$ cat src/rtl/sr_pkg.sv
package sr_pkg;

  typedef enum logic [1:0] {
    PH_IDLE  = 2'd0,
    PH_PRECH = 2'd1,
    PH_ENTER = 2'd2,
    PH_SR    = 2'd3
  } sr_phase_e;

endpackage

$ cat src/rtl/sr_idle_cnt.sv
module sr_idle_cnt #(
  parameter int CNT_W = 16
) (
  input  logic             clk,
  input  logic             rst,
  input  logic             idle_i,
  input  logic [CNT_W-1:0] limit_i,
  output logic             hit_o
);

  logic [CNT_W-1:0] cnt_q;
  logic             at_limit;

  assign at_limit = (cnt_q >= limit_i);

  // Cleared whenever the channel is not idle; saturates at the threshold.
  always_ff @(posedge clk) begin
    if (rst || !idle_i) begin
      cnt_q <= '0;
    end else if (!at_limit) begin
      cnt_q <= cnt_q + 1'b1;
    end
  end

  assign hit_o = idle_i && at_limit;

endmodule

$ cat src/rtl/sr_entry_fsm.sv
module sr_entry_fsm
  import sr_pkg::*;
(
  input  logic      clk,
  input  logic      rst,
  input  logic      start_i,
  input  logic      prech_done_i,
  input  logic      exit_i,
  output sr_phase_e phase_o
);

  sr_phase_e phase_q, phase_d;

  always_comb begin
    phase_d = phase_q;
    unique case (phase_q)
      PH_IDLE:  if (start_i)      phase_d = PH_PRECH;
      PH_PRECH: if (prech_done_i) phase_d = PH_ENTER;
      PH_ENTER:                   phase_d = PH_SR;
      PH_SR:    if (exit_i)       phase_d = PH_IDLE;
      default:                    phase_d = PH_IDLE;
    endcase
  end

  always_ff @(posedge clk) begin
    if (rst) phase_q <= PH_IDLE;
    else     phase_q <= phase_d;
  end

  assign phase_o = phase_q;

endmodule

$ cat src/rtl/sr_entry_ctrl.sv
module sr_entry_ctrl
  import sr_pkg::*;
#(
  parameter int CNT_W = 16
) (
  input  logic             clk,
  input  logic             rst,
  input  logic             access_i,
  input  logic             drained_i,
  input  logic             auto_en_i,
  input  logic [CNT_W-1:0] idle_limit_i,
  input  logic             ext_req_i,
  input  logic             pkg_active_i,
  input  logic             wake_i,
  input  logic             prech_done_i,
  output logic             prech_req_o,
  output logic             sr_cmd_o,
  output logic             sr_active_o,
  output logic             core_off_ok_o
);

  sr_phase_e phase;
  logic      idle_cond;
  logic      cnt_hit;
  logic      auto_go;
  logic      exit_req;

  assign idle_cond = (phase == PH_IDLE) && drained_i && !access_i;

  sr_idle_cnt #(.CNT_W(CNT_W)) u_cnt (
    .clk     (clk),
    .rst     (rst),
    .idle_i  (idle_cond),
    .limit_i (idle_limit_i),
    .hit_o   (cnt_hit)
  );

  assign auto_go  = cnt_hit && auto_en_i && pkg_active_i;
  assign exit_req = wake_i || access_i;

  sr_entry_fsm u_fsm (
    .clk          (clk),
    .rst          (rst),
    .start_i      (ext_req_i || auto_go),
    .prech_done_i (prech_done_i),
    .exit_i       (exit_req),
    .phase_o      (phase)
  );

  assign prech_req_o   = (phase == PH_PRECH);
  assign sr_cmd_o      = (phase == PH_ENTER);
  assign sr_active_o   = (phase == PH_SR) && !exit_req;
  assign core_off_ok_o = (phase == PH_SR) && !exit_req;

endmodule

$ cat config.mk
export PLATFORM = sky130hd
export DESIGN_NAME = sr_entry_ctrl
export DESIGN_NICKNAME = d
export VERILOG_FILES = /design/src/rtl/sr_pkg.sv /design/src/rtl/sr_idle_cnt.sv /design/src/rtl/sr_entry_fsm.sv /design/src/rtl/sr_entry_ctrl.sv
export SDC_FILE = /design/constraint.sdc
export NUM_CORES = 1
export LEC_CHECK = 0
export ABC_AREA = 0
export BUFFER_PORTS_ARGS = -buffer_cell sky130_fd_sc_hd__buf_2
export CAP_MARGIN = 20
export CORE_ASPECT_RATIO = 0.5
export CORE_MARGIN = 8
export CORE_UTILIZATION = 35
export CTS_BUF_LIST = sky130_fd_sc_hd__clkbuf_4 sky130_fd_sc_hd__clkbuf_8 sky130_fd_sc_hd__clkbuf_16
export DETAILED_ROUTE_END_ITERATION = 10
export GPL_ROUTABILITY_DRIVEN = 0
export SLEW_MARGIN = 20
export SYNTH_ARGS = -nofsm -noshare
export SYNTH_HDL_FRONTEND = slang
export SYNTH_HIERARCHICAL = 1
export SYNTH_SLANG_ARGS = --single-unit
$ cat constraint.sdc
create_clock -name clk -period 7.8 [get_ports clk]
set_clock_uncertainty 0.15 [all_clocks]
set_input_delay 1.17 -clock clk [delete_from_list [all_inputs] [get_ports clk]]
set_output_delay 1.17 -clock clk [all_outputs]
set_load 0.03 [all_outputs]
==> results by group <==
Critical path
  • Arrival @ worst endpoint: ~3.4 ns
  • Largest fanout on the critical path: 28
  • Worst path slowest cell: ha_1
  • Delay-heaviest family, CP: simple AND/OR/NAND/NOR gates
  • Crit Path Class: primary input to register
  • Required time worst endpoint: 7.80 ns
  • Crit-path cells: buf_2, inv_1, ha_1, a211oi_2, nor2_1, nor3_2, o21ai_2, buf_4, and2_1, a31o_2, nand2b_1, and3_4, o21a_1
  • Max stage delay on crit path: roughly 0.31 ns
  • Kind of end point of the critical path: register
  • RR Startpoint: u_cnt/cnt_q[13]
  • Critical Path Source: idle_limit_i[13]
  • Buffers and inverters on the worst path: 3
  • Critical path launch point type: primary input

Timing
  • Max-slew violations: 0
  • Setup violation total in the final timing report: 0
  • Period utilization: between 40% and 50%
  • Unrepaired setup endpoints after global routing: no
  • Final Hold Viols: 0
  • Tmin final: 3.37 ns
  • Slew HR: 59.2%
  • Slew @ Worst Pin: 0.612 ns
  • Max Freq: 0.297 GHz
  • Sum Neg Setup Slack: 0 ns

Die
  • DIE HEIGHT: 60.7 um
  • Ports: 29
  • Starting density of the core: a little over a third
  • CORE AREA: 3860 um2
  • Row count: 16
  • Die area: 6390 um2
  • Die Width: around 110 um

Final layout
  • # diodes: 0
  • Filler cell count in the final layout: 389
  • Fin area: 1630 um2
  • Final design utilization: 42.1%
  • Final Non-Filler Cells: 253
  • Layout Nets: approximately 250
  • Layout cell share with drive strength beyond 1: 20.6%
  • Commonest non-fill, non-tap cell in the layout: buf_2
  • Commonest cells after routing, fill and taps aside: buf_2 (28), ha_1 (21), inv_1 (18), dfxtp_1 (18), a21oi_1 (15)
  • Layout area overhead: 16.6%

Clocking
  • Depth of the CTS H-tree: 1
  • Root Buffer: clkbuf_8
  • Clk buf depth: 2
  • Skew-Pair Late Insertion Delay: around 0.25 ns
  • Post-CTS Hold Buffers: 0
  • Clk sinks: 18
  • Worst-path clk slew: 0.07 ns
  • Resized cells post-CTS: 0
  • Post-CTS setup buffer count: 0
  • TritonCTS Buffers: 3
  • CTS tree: done

Placement
  • Number of instances in the placed design: 250
  • Area after detailed placement: 1590 um2
  • Dpl hpwl: 2.31 mm
  • PortBufs: 28

Yosys
  • Syn Std Cell Area: 1400 um2
  • Sequential area share after synthesis: 25.8%
  • Syn nets: 218
  • Mapped Avg Cell Area: 8.12 um2
  • Flops & latches, synth: 18
  • Synth warnings: 6
  • Mapped Cells: 172
  • Cell variety after synth: 42

Min path
  • HP Start: u_cnt/cnt_q[15]
  • HP Class: register to register

Global routing
  • GRT Resource Usage Total: 9.40%
  • Largest net degree at the start of global routing: 29
  • Global-route wire length before repair: roughly 5 mm
  • Grt ovf: 0
  • Initial antenna violation count: 0
  • Number of global-route vias before repair: 1182

Detailed routing
  • Met3 wire len: 152 um
  • Wire length on met1: 1.58 mm
  • Drt drc: 0
  • Average wire per standard cell: 11.7 um
  • Final wirelength: 2.96 mm
  • Final ANT Viol Nets: 0
  • Vias per cell: 5.01
  • WL met2: between 1 and 1.5 mm
  • Vias: around 1300
  • Initial DRC count: 54
  • DR top layer: met4
  • Pre-Repair DR Iteration Count: 6

Power
  • VDD IR max: 0.0757 mV
  • Static Leak: about 0.72 nW
  • Power Density: about 140 nW/um2

Outcome
  • Status: completed

Job
  • Max cap viols: 0
## flip-flops by register name, summed over array words and instances (netlist names)
| signal | cells |
|---|---|
| u_cnt/cnt_q | 16 |
| u_fsm/phase_o | 2 |
## path summary, 6_finish.rpt
kind	cells after the start	slack, ns	endpoint
setup / recovery	13	4.43	u_fsm/phase_o[0]
hold / removal	2	0.35	u_cnt/cnt_q[15]
setup reg to reg	11	5.07	u_fsm/phase_o[0]
hold reg to reg	2	0.35	u_cnt/cnt_q[15]
## cells in the mapped netlist, drive strengths merged
cell / n / area [um2]
clkbuf: 2 / 7.51
buf: 3 / 17.5
o211ai: 2 / 15.0
and2b: 1 / 8.76
a31oi: 1 / 6.26
dfxtp: 18 / 360
nor4b: 1 / 15.0
nor2b: 3 / 18.8
xnor2: 1 / 8.76
mux2i: 1 / 10.0
a21oi: 16 / 83.8
a31o: 1 / 8.76
or4: 8 / 60.1
and4: 1 / 8.76
o21ai: 9 / 48.8
xor2: 2 / 17.5
or3: 4 / 25.0
nand2: 11 / 41.3
o21a: 1 / 7.51
nand3: 10 / 50.1
o21bai: 1 / 7.51
ha: 21 / 263
inv: 18 / 67.6
or2: 1 / 6.26
and3: 5 / 36.3
nor3: 3 / 20.0
nor2: 7 / 26.3
o2111ai: 1 / 8.76
nand4: 1 / 6.26
and2: 1 / 6.26
nor4: 1 / 6.26
nand2b: 6 / 37.5
and4bb: 1 / 12.5
o31ai: 7 / 52.6
a211oi: 2 / 20.0
## cell families after synthesis
kind of cell | count (synthesis) | share of synthesized area, %
adders and majority gates | 21 | 18.8
and+or+nand+nor | 65 | 27.6
AOI/OAI and AO/OA | 41 | 18.5
buffers and inverters | 23 | 6.63
xor gates and xnor gates | 3 | 1.88
muxes | 1 | 0.717
DFF | 18 | 25.8
## power by group
part	switching (W)	leakage [nW]	internal [W]	total [W]
registers	0.00000852	0.145	0.0000964	0.000105
clock network	0.0000295	0.0216	0.0000343	0.0000638
logic	0.0000317	0.548	0.0000276	0.0000593
total	0.0000697	0.715	0.000158	0.000228
## metrics by stage
| step | hold slack [ns] | setup slack [ns] | total power [W] |
|---|---|---|---|
| global placement | 0.332 | 4.25 | 0.000165 |
| finish | 0.347 | 4.43 | 0.000228 |
| floorplan | 0.306 | 4.43 | 0.000149 |
| detailed placement | 0.336 | 4.18 | 0.000167 |
| CTS | 0.348 | 4.45 | 0.000232 |
| global route | 0.373 | 4.29 | 0.000246 |
## tightest hold or removal path, stage by stage, from the launching register on
cell and delay, ns:
dfxtp_1 0.33, o31ai_1 0.07, a21oi_1 0.06
## per-layer routing
layer  GRT usage (%)  up-vias
met5               0        -
met4            1.81        0
met3            2.86        2
met2            15.0       31
met1            12.3      556
li1                -      679
## area by class of cell
type	instances	area [um2]	area share, %
Tap cell	54	67.6	4.15
Clock buffer	3	41.3	2.54
Multi-Input combinational cell	131	943	58.0
Timing Repair Buffer	29	148	9.07
Sequential cell	18	360	22.1
Inverter	18	67.6	4.15
(Power assumes the default switching activity.)
